$ cat src/rtl/rxq_pkg.sv
package rxq_pkg;

  localparam int IDX_W = 15;
  localparam int LEN_W = 16;
  localparam int WORD_W = 32;

  localparam int SEL_DBASE  = 0;
  localparam int SEL_DLEN   = 1;
  localparam int SEL_DCUR   = 2;
  localparam int SEL_DADD   = 3;
  localparam int SEL_SBASE  = 4;
  localparam int SEL_SLEN   = 5;
  localparam int SEL_SCUR   = 6;
  localparam int SEL_SADD   = 7;
  localparam int SEL_IEN    = 8;
  localparam int SEL_IPEEK  = 9;
  localparam int SEL_ITAKE  = 10;
  localparam int SEL_MAXLEN = 11;

  typedef enum logic [2:0] {
    ST_IDLE,
    ST_FETCH,
    ST_CAPTURE,
    ST_POST0,
    ST_POST1
  } rxq_state_t;

  typedef struct packed {
    logic accept;
    logic dropFrame;
    logic rdDesc;
    logic capDesc;
    logic stallSts;
    logic wrSts0;
    logic wrSts1;
  } rxq_strobe_t;

endpackage

$ cat src/rtl/rxq_ctrl.sv
module rxq_ctrl
  import rxq_pkg::*;
(
  input  logic        clk,
  input  logic        rstN,
  input  logic        frameValid,
  input  logic        descEmpty,
  input  logic        stsEmpty,
  output logic        frameReady,
  output rxq_strobe_t strobe
);

  rxq_state_t state, stateNext;

  always_ff @(posedge clk) begin
    if (!rstN) state <= ST_IDLE;
    else       state <= stateNext;
  end

  always_comb begin
    stateNext  = state;
    strobe     = '0;
    frameReady = 1'b0;
    unique case (state)
      ST_IDLE: begin
        frameReady = 1'b1;
        if (frameValid) begin
          if (descEmpty) begin
            strobe.dropFrame = 1'b1;
          end else begin
            strobe.accept = 1'b1;
            stateNext     = ST_FETCH;
          end
        end
      end
      ST_FETCH: begin
        strobe.rdDesc = 1'b1;
        stateNext     = ST_CAPTURE;
      end
      ST_CAPTURE: begin
        strobe.capDesc = 1'b1;
        stateNext      = ST_POST0;
      end
      ST_POST0: begin
        if (stsEmpty) begin
          strobe.stallSts = 1'b1;
        end else begin
          strobe.wrSts0 = 1'b1;
          stateNext     = ST_POST1;
        end
      end
      ST_POST1: begin
        strobe.wrSts1 = 1'b1;
        stateNext     = ST_IDLE;
      end
      default: stateNext = ST_IDLE;
    endcase
  end

  AST_ACCEPT_LEAVES_IDLE: assert property (@(posedge clk) disable iff (!rstN)
    frameValid && frameReady && !descEmpty |=> !frameReady);

  AST_DROP_STAYS_IDLE: assert property (@(posedge clk) disable iff (!rstN)
    frameValid && frameReady && descEmpty |=> frameReady);

  AST_STROBES_EXCLUSIVE: assert property (@(posedge clk) disable iff (!rstN)
    $onehot0({strobe.rdDesc, strobe.capDesc, strobe.wrSts0, strobe.wrSts1}));

endmodule

$ cat src/rtl/rxq_dpath.sv
module rxq_dpath
  import rxq_pkg::*;
#(
  parameter int ADDR_W   = 32,
  parameter int CREDIT_W = 16,
  parameter int REG_AW   = 6
) (
  input  logic              clk,
  input  logic              rstN,
  input  logic              regWrEn,
  input  logic              regRdEn,
  input  logic [REG_AW-1:0] regAddr,
  input  logic [WORD_W-1:0] regWrData,
  output logic [WORD_W-1:0] regRdData,
  input  logic [LEN_W-1:0]  frameLen,
  input  logic [4:0]        frameErr,
  input  logic              frameCrcIncl,
  input  rxq_strobe_t       strobe,
  output logic              descEmpty,
  output logic              stsEmpty,
  output logic              memRdEn,
  output logic [ADDR_W-1:0] memRdAddr,
  input  logic [WORD_W-1:0] memRdData,
  output logic              memWrEn,
  output logic [ADDR_W-1:0] memWrAddr,
  output logic [WORD_W-1:0] memWrData,
  output logic              rxIrq
);

  localparam int SEL_W = REG_AW - 2;
  localparam logic [ADDR_W-1:0] STEP = ADDR_W'(8);
  localparam logic [ADDR_W-1:0] WORD1_OFS = ADDR_W'(4);
  localparam logic [WORD_W-1:0] MAXLEN_RST = {16'd2044, 16'd2044};

  logic [SEL_W-1:0] regSel;
  assign regSel = regAddr[REG_AW-1:2];

  logic [ADDR_W-1:0]   descBase, descLen, descCur;
  logic [ADDR_W-1:0]   stsBase, stsLen, stsCur;
  logic [CREDIT_W-1:0] descCredit, stsCredit;
  logic [2:0]          intStat, intEn;
  logic [WORD_W-1:0]   maxLen;

  logic [LEN_W-1:0] fLen;
  logic [4:0]       fErr;
  logic             fCrc;
  logic [IDX_W-1:0] bufIdx;
  logic [LEN_W-1:0] bufLen;

  function automatic logic [ADDR_W-1:0] ringAdvance(
    input logic [ADDR_W-1:0] cur,
    input logic [ADDR_W-1:0] base,
    input logic [ADDR_W-1:0] len
  );
    if (cur == base + len - STEP) return base;
    return cur + STEP;
  endfunction

  logic wrDBase, wrDLen, wrDCur, wrDAdd, wrSBase, wrSLen, wrSCur, wrSAdd, wrIEn, wrMax;
  logic takeRd;
  always_comb begin
    wrDBase = regWrEn && (regSel == SEL_W'(SEL_DBASE));
    wrDLen  = regWrEn && (regSel == SEL_W'(SEL_DLEN));
    wrDCur  = regWrEn && (regSel == SEL_W'(SEL_DCUR));
    wrDAdd  = regWrEn && (regSel == SEL_W'(SEL_DADD));
    wrSBase = regWrEn && (regSel == SEL_W'(SEL_SBASE));
    wrSLen  = regWrEn && (regSel == SEL_W'(SEL_SLEN));
    wrSCur  = regWrEn && (regSel == SEL_W'(SEL_SCUR));
    wrSAdd  = regWrEn && (regSel == SEL_W'(SEL_SADD));
    wrIEn   = regWrEn && (regSel == SEL_W'(SEL_IEN));
    wrMax   = regWrEn && (regSel == SEL_W'(SEL_MAXLEN));
    takeRd  = regRdEn && (regSel == SEL_W'(SEL_ITAKE));
  end

  logic [CREDIT_W-1:0] descAdd, stsAdd;
  assign descAdd = wrDAdd ? regWrData[CREDIT_W-1:0] : '0;
  assign stsAdd  = wrSAdd ? regWrData[CREDIT_W-1:0] : '0;

  always_ff @(posedge clk) begin
    if (!rstN) begin
      descBase   <= '0;
      descLen    <= '0;
      descCur    <= '0;
      stsBase    <= '0;
      stsLen     <= '0;
      stsCur     <= '0;
      descCredit <= '0;
      stsCredit  <= '0;
      intStat    <= '0;
      intEn      <= '0;
      maxLen     <= MAXLEN_RST;
      fLen       <= '0;
      fErr       <= '0;
      fCrc       <= 1'b0;
      bufIdx     <= '0;
      bufLen     <= '0;
    end else begin
      if (wrDBase) descBase <= regWrData[ADDR_W-1:0];
      if (wrDLen)  descLen  <= regWrData[ADDR_W-1:0];
      if (wrSBase) stsBase  <= regWrData[ADDR_W-1:0];
      if (wrSLen)  stsLen   <= regWrData[ADDR_W-1:0];
      if (wrIEn)   intEn    <= regWrData[2:0];
      if (wrMax)   maxLen   <= regWrData;

      if (wrDCur)              descCur <= regWrData[ADDR_W-1:0];
      else if (strobe.capDesc) descCur <= ringAdvance(descCur, descBase, descLen);

      if (wrSCur)             stsCur <= regWrData[ADDR_W-1:0];
      else if (strobe.wrSts1) stsCur <= ringAdvance(stsCur, stsBase, stsLen);

      descCredit <= descCredit + descAdd - CREDIT_W'(strobe.capDesc);
      stsCredit  <= stsCredit + stsAdd - CREDIT_W'(strobe.wrSts1);

      intStat <= (takeRd ? 3'b000 : intStat)
               | {strobe.wrSts1, strobe.dropFrame, strobe.stallSts};

      if (strobe.accept) begin
        fLen <= frameLen;
        fErr <= frameErr;
        fCrc <= frameCrcIncl;
      end
      if (strobe.capDesc) begin
        bufIdx <= memRdData[16 +: IDX_W];
        bufLen <= memRdData[LEN_W-1:0];
      end
    end
  end

  // Status record composition
  logic             oversize, fitsBuf;
  logic [4:0]       errAll;
  logic [WORD_W-1:0] word0, word1;
  always_comb begin
    oversize = fLen > maxLen[LEN_W-1:0];
    fitsBuf  = fLen <= bufLen;
    errAll   = fErr | {3'b000, oversize, 1'b0};
    word0    = {1'b1, ~|errAll, 1'b1, fitsBuf, 7'd0, errAll, fCrc, 15'd0};
    word1    = {1'b1, bufIdx, fLen};
  end

  assign descEmpty = (descCredit == '0);
  assign stsEmpty  = (stsCredit == '0);

  assign memRdEn   = strobe.rdDesc;
  assign memRdAddr = descCur + WORD1_OFS;
  assign memWrEn   = strobe.wrSts0 | strobe.wrSts1;
  assign memWrAddr = strobe.wrSts1 ? stsCur + WORD1_OFS : stsCur;
  assign memWrData = strobe.wrSts1 ? word1 : word0;

  assign rxIrq = |(intStat & intEn);

  always_comb begin
    regRdData = '0;
    case (regSel)
      SEL_W'(SEL_DBASE):  regRdData = WORD_W'(descBase);
      SEL_W'(SEL_DLEN):   regRdData = WORD_W'(descLen);
      SEL_W'(SEL_DCUR):   regRdData = WORD_W'(descCur);
      SEL_W'(SEL_DADD):   regRdData = WORD_W'(descCredit);
      SEL_W'(SEL_SBASE):  regRdData = WORD_W'(stsBase);
      SEL_W'(SEL_SLEN):   regRdData = WORD_W'(stsLen);
      SEL_W'(SEL_SCUR):   regRdData = WORD_W'(stsCur);
      SEL_W'(SEL_SADD):   regRdData = WORD_W'(stsCredit);
      SEL_W'(SEL_IEN):    regRdData = WORD_W'(intEn);
      SEL_W'(SEL_IPEEK):  regRdData = WORD_W'(intStat);
      SEL_W'(SEL_ITAKE):  regRdData = WORD_W'(intStat);
      SEL_W'(SEL_MAXLEN): regRdData = maxLen;
      default:            regRdData = '0;
    endcase
  end

  AST_WR_NEEDS_CREDIT: assert property (@(posedge clk) disable iff (!rstN)
    memWrEn |-> !stsEmpty);

  AST_DROP_KEEPS_PTR: assert property (@(posedge clk) disable iff (!rstN)
    strobe.dropFrame && !regWrEn |=> $stable(descCur) && $stable(descCredit));

  AST_CREDIT_DEC: assert property (@(posedge clk) disable iff (!rstN)
    strobe.capDesc && !regWrEn |=> descCredit == $past(descCredit) - CREDIT_W'(1));

  AST_POST_SETS_INT: assert property (@(posedge clk) disable iff (!rstN)
    strobe.wrSts1 |=> intStat[2]);

  AST_WORD1_ADDR: assert property (@(posedge clk) disable iff (!rstN)
    strobe.wrSts0 |=> memWrEn && memWrAddr == $past(memWrAddr) + WORD1_OFS);

endmodule

$ cat src/rtl/rxq_ring_mgr.sv
module rxq_ring_mgr
  import rxq_pkg::*;
#(
  parameter int ADDR_W   = 32,
  parameter int CREDIT_W = 16,
  parameter int REG_AW   = 6
) (
  input  logic              clk,
  input  logic              rstN,
  input  logic              regWrEn,
  input  logic              regRdEn,
  input  logic [REG_AW-1:0] regAddr,
  input  logic [31:0]       regWrData,
  output logic [31:0]       regRdData,
  input  logic              frameValid,
  output logic              frameReady,
  input  logic [15:0]       frameLen,
  input  logic [4:0]        frameErr,
  input  logic              frameCrcIncl,
  output logic              memRdEn,
  output logic [ADDR_W-1:0] memRdAddr,
  input  logic [31:0]       memRdData,
  output logic              memWrEn,
  output logic [ADDR_W-1:0] memWrAddr,
  output logic [31:0]       memWrData,
  output logic              rxIrq
);

  rxq_strobe_t strobe;
  logic        descEmpty, stsEmpty;

  rxq_ctrl u_ctrl (
    .clk        (clk),
    .rstN       (rstN),
    .frameValid (frameValid),
    .descEmpty  (descEmpty),
    .stsEmpty   (stsEmpty),
    .frameReady (frameReady),
    .strobe     (strobe)
  );

  rxq_dpath #(
    .ADDR_W   (ADDR_W),
    .CREDIT_W (CREDIT_W),
    .REG_AW   (REG_AW)
  ) u_dpath (
    .clk          (clk),
    .rstN         (rstN),
    .regWrEn      (regWrEn),
    .regRdEn      (regRdEn),
    .regAddr      (regAddr),
    .regWrData    (regWrData),
    .regRdData    (regRdData),
    .frameLen     (frameLen),
    .frameErr     (frameErr),
    .frameCrcIncl (frameCrcIncl),
    .strobe       (strobe),
    .descEmpty    (descEmpty),
    .stsEmpty     (stsEmpty),
    .memRdEn      (memRdEn),
    .memRdAddr    (memRdAddr),
    .memRdData    (memRdData),
    .memWrEn      (memWrEn),
    .memWrAddr    (memWrAddr),
    .memWrData    (memWrData),
    .rxIrq        (rxIrq)
  );

endmodule

$ cat config.mk
export PLATFORM = sky130hd
export DESIGN_NAME = rxq_ring_mgr
export DESIGN_NICKNAME = d
export VERILOG_FILES = /design/src/rtl/rxq_pkg.sv /design/src/rtl/rxq_ctrl.sv /design/src/rtl/rxq_dpath.sv /design/src/rtl/rxq_ring_mgr.sv
export SDC_FILE = /design/constraint.sdc
export NUM_CORES = 1
export LEC_CHECK = 0
export BUFFER_PORTS_ARGS = -buffer_cell sky130_fd_sc_hd__buf_4
export CORE_ASPECT_RATIO = 1.5
export CORE_MARGIN = 2
export CORE_UTILIZATION = 40
export CTS_CLUSTER_DIAMETER = 150
export DETAILED_ROUTE_END_ITERATION = 16
export PLACE_DENSITY = 0.72
export SETUP_SLACK_MARGIN = 0.5
export SYNTH_ARGS = -nofsm -noshare
export SYNTH_HDL_FRONTEND = slang
export SYNTH_SLANG_ARGS = --single-unit
$ cat constraint.sdc
create_clock -name clk -period 4.5 [get_ports clk]
set_input_delay 0.675 -clock clk [delete_from_list [all_inputs] [get_ports clk]]
set_output_delay 0.675 -clock clk [all_outputs]
set_load 0.005 [all_outputs]
==> flow_results.org <==
** Clock tree
- H-tree depth reported by CTS :: 2
- Clock network latency to the later pin of the worst-skew pair :: 0.60 ns
- Count of hold buffers inserted by post-cts repair :: 0
- Root Buffer :: clkbuf_16
- Buffers inserted during clock tree synthesis total 38.
- Clock tree from TritonCTS :: done
- Clock-pin slew was measured on the worst setup and hold paths at 0.06 ns.
- The clock net in this run drives a total of 318 sinks.
- The longest clock path from root to sink contains 3 buffers.

** Final layout
- Cells fill 50.5% of the core in the end.
- Most common cell after layout, fill and taps aside :: nand2_1
- Of the cells placed in the final design, the portion with a size suffix greater than 1 is 21.4%.
- After routing the design area is 0.0319 mm^2.
- In the layout the commonest cells are nand2_1, inv_1, buf_4.
- The final layout contains 4016 nets.
- Count of placed standard cells in the final layout, fillers left out :: 4532
- Area delta synth->final :: 25.2%

** Logic synthesis
- Fraction of registers with async set/reset :: 0%
- Counting distinct cell types in the post-synthesis netlist gives 88.
- The synthesized design contains 318 register bits.
- When the netlist entered floorplanning its net count stood at 3836.
- Sequential-to-total area share from yosys stat :: 25.0%
- Cell types occupying the most area after synthesis :: dfxtp_1, ha_1, nand2_1
- Cell type contributing the most total cell area after synthesis :: dfxtp_1
- Proportion of netlist area held by the largest area contributor :: 25.0%
- The synthesized design contains 0 enable-type register cells.
- The cell count after synthesis came out at 3517.
- Flip-flop cell with the highest count after synthesis :: dfxtp_1
- Synthesis Warnings :: 0
- Area of the mapped netlist :: 0.0255 mm^2
- Mean Syn Cell Area :: 7.25 um^2

** Die
- The floorplan step defined a die boundary enclosing 0.0658 mm^2.
- Core region area :: 0.0632 mm^2
- The initial utilization of the core area, before any placement, comes to 40.3%.
- Die Wd :: 210 um
- After floorplanning, the core was divided into 113 placement rows.
- For this design the top-level I/O count stands at 229.
- Die height :: 313 um

** Routing
- Detail-routed net length per standard cell :: 23.3 um
- For this block, the initial DRC count from the detailed router was 3018.
- Post-detailed-routing wire length :: 106000 um
- Total DRC errors in the routed layout :: 0
- Post-detailed-route count of antenna-violating nets :: 0
- Count of vias placed by the detailed router :: 27800
- First-pass iteration count of the detailed router :: 12
- In the routed layout, each cell is associated on average with a via count of 6.13.

** GRT
- The first global-routing pass estimated 152000 um of wire.
- After global routing the overflow that remains totals 0.
- Maximum number of pins on one net before global-route repair :: 104
- In the global route stage, overall resource usage came out at 30.0%.
- The initial antenna violation count is 4.
- The number of global-route vias before repair is 26200.

** Power and ir drop
- Dividing total power by cell area gives a power density of 313 mW/mm^2.
- Proportion of total power due to net switching :: 35.5%
- Net switching power :: 3550 uW
- Internal portion of total power :: 6450 uW
- Combinational cells account for 34.6% of the total power.
- Registers are responsible for 33.1% of the overall power.
- Summed over all cells, the static leakage comes to 0.0133 uW.
- Total Power :: 10000 uW
- Of the total power, the clock network draws 32.3%.
- Peak supply drop :: 0.000350 V

** Min path
- In this run the worst hold path is classified as in2reg.

** STA
- Number of setup violations in the final report :: 0
- Setup Skew :: 0.0383 ns
- Max-Slew Margin vs Limit :: 26.6%
- The clock period could shrink to 4.35 ns.
- Max Clk Rate :: 230 MHz
- Setup repair after global routing could not meet its margin everywhere.
- At the pin with the least slew margin, the transition time is 1.10 ns.
- The count of final hold-check violations is 0.
- Final critical-path share of the clock period :: 96.7%
- The count of pins over their slew limit came to 0.

** Critical path
- On the critical path the largest part of the delay comes from simple AND/OR/NAND/NOR gates.
- Class of the most critical setup path :: reg2reg
- The critical path contains buffers and inverters numbering 6 combined.
- In this run the worst setup path begins at u_dpath.stsLen[5].
- The startpoint identified for the worst register-to-register timing path is u_dpath.stsLen[5].
- The worst setup path is captured at a flop.
- CP required :: 5.01 ns
- Of all nets on the critical path, the largest fanout is 6.
- The most critical setup path has its endpoint at u_dpath.stsCur[24].
- Capturing point of the worst reg2reg path :: u_dpath.stsCur[24]
- The setup check on the worst reg-to-reg path leaves a slack of 0.15 ns.
- STA puts the critical path data arrival time at 4.86 ns.
- Biggest cell delay along the critical path :: 0.65 ns
- Cell type of the slowest stage on the worst timing path :: or4_4
- Nature of the critical path startpoint :: flop
- R2R cell count :: 20
- Crit. path cell count :: 20
- Cells along the critical path :: inv_1 -> ha_1 -> inv_1 -> ha_4 -> buf_4 -> o21a_1 -> nand2_1 -> or3_4 -> a21oi_4 -> nor3_1 -> o31ai_1 -> a21oi_1 -> xnor2_1 -> or4_4 -> buf_12 -> buf_16 -> buf_12 -> o31a_1 -> a21oi_1 -> a41o_1

** Place
- DP Area :: 0.0282 mm^2
- Buffers placed on the I/O ports in this run total 224.
- In this run, placement finished with an instance count of 4414.
- HPWL Detailed :: 76300 um
- Placer's final routability congestion estimate :: 0.997

** Run status
- Result of the run :: completed

** Job
- The tool flagged a number of max-cap violations equal to 0.
-- cells by family (layout without fill, tap and decap cells) --
family,after synthesis,after routing,synth area share (%)
and+or+nand+nor,1212,1212,21.9
adders and majority gates,222,222,11.0
other,1,3,0.0147
DFF,318,318,25.0
buffers and inverters,654,862,10.1
xor gates and xnor gates,174,174,6.01
AOI/OAI and AO/OA,882,882,23.6
muxes,54,54,2.35
-- how the worst min path moves through the flow --
stage,from,slack (ns),cells past startpoint,to
3_3_place_gp,u_dpath.bufIdx[13],0.45,2,u_dpath.bufIdx[13]
2_1_floorplan,u_dpath.bufIdx[13],0.44,2,u_dpath.bufIdx[13]
3_5_place_dp,u_dpath.bufIdx[13],0.45,2,u_dpath.bufIdx[13]
4_1_cts,frameLen[10],0.35,3,u_dpath.fLen[10]
5_1_grt,frameLen[8],0.36,3,u_dpath.fLen[8]
6_report,frameLen[7],0.36,3,u_dpath.fLen[7]
-- sequential cells by signal, summed over array words and instances (netlist names), 15 cells and up --
name	cells
u_dpath.descBase	32
u_dpath.descCur	32
u_dpath.descLen	32
u_dpath.maxLen	32
u_dpath.stsBase	32
u_dpath.stsCur	32
u_dpath.stsLen	32
u_dpath.bufLen	16
u_dpath.descCredit	16
u_dpath.fLen	16
u_dpath.stsCredit	16
u_dpath.bufIdx	15
-- synth_stat cells (all sizes together), types with 32 or more instances --
cell type  count
and2          39
a21boi       179
a31oi         32
nor2b         43
o22ai         63
and3          55
inv          396
nor3          50
nand2        610
o211ai        34
ha           218
mux2i         38
a21oi        184
nand3        115
dfxtp        318
buf           51
nand4         57
o21ai        129
xnor2        106
a222oi        33
nor2         145
xor2          68
a22oi         56
clkbuf       207
-- metal layers --
layer	track usage (%)	share of wire [%]
met3	6.19	8.6
met2	51.8	47
met4	23.7	9.8
met1	31.8	34
met5	0	0
-- per-stage QoR --
step | worst slack [ns] | hold slack [ns] | TNS (ns)
after floorplan | 0.458 | 0.438 | 0
after global placement | -0.0567 | 0.446 | -0.587
after detailed placement | -0.0727 | 0.455 | -0.816
after CTS | 0.179 | 0.345 | 0
after global routing | -0.0424 | 0.363 | -0.184
final | 0.150 | 0.357 | 0
-- layout make-up --
class | count | area, um^2
Tap cell | 805 | 1010
Clock inverter | 17 | 191
Clock buffer | 51 | 1080
Inverter | 396 | 1490
Antenna cell | 2 | 5.00
Timing Repair Buffer | 398 | 3430
Multi-Input combinational cell | 2545 | 18300
Fill cell | 5970 | 31300
Sequential cell | 318 | 6430
-- power by group through the flow --
stage / Clock, uW / Combinational [uW] / Sequential [uW]
2_1_floorplan: 0 / 2420 / 3170
3_3_place_gp: 0 / 3160 / 3340
3_5_place_dp: 0 / 3220 / 3340
4_1_cts: 3230 / 3320 / 3280
5_1_grt: 3350 / 3830 / 3310
6_report: 3230 / 3460 / 3310
-- tightest hold or removal path, stage by stage --
cell	delay, ns
buf_4	0.07
mux2i_1	0.05
nor2b_1	0.09
-- repair_timing --
action	in CTS	in global routing
cloned	8	12
hold endpoints to repair	0	0
buffers inserted	18	10
pin swaps	35	82
setup endpoints to repair	72	73
resized for setup	154	237
Note: power is estimated with default switching activity, not from simulation.
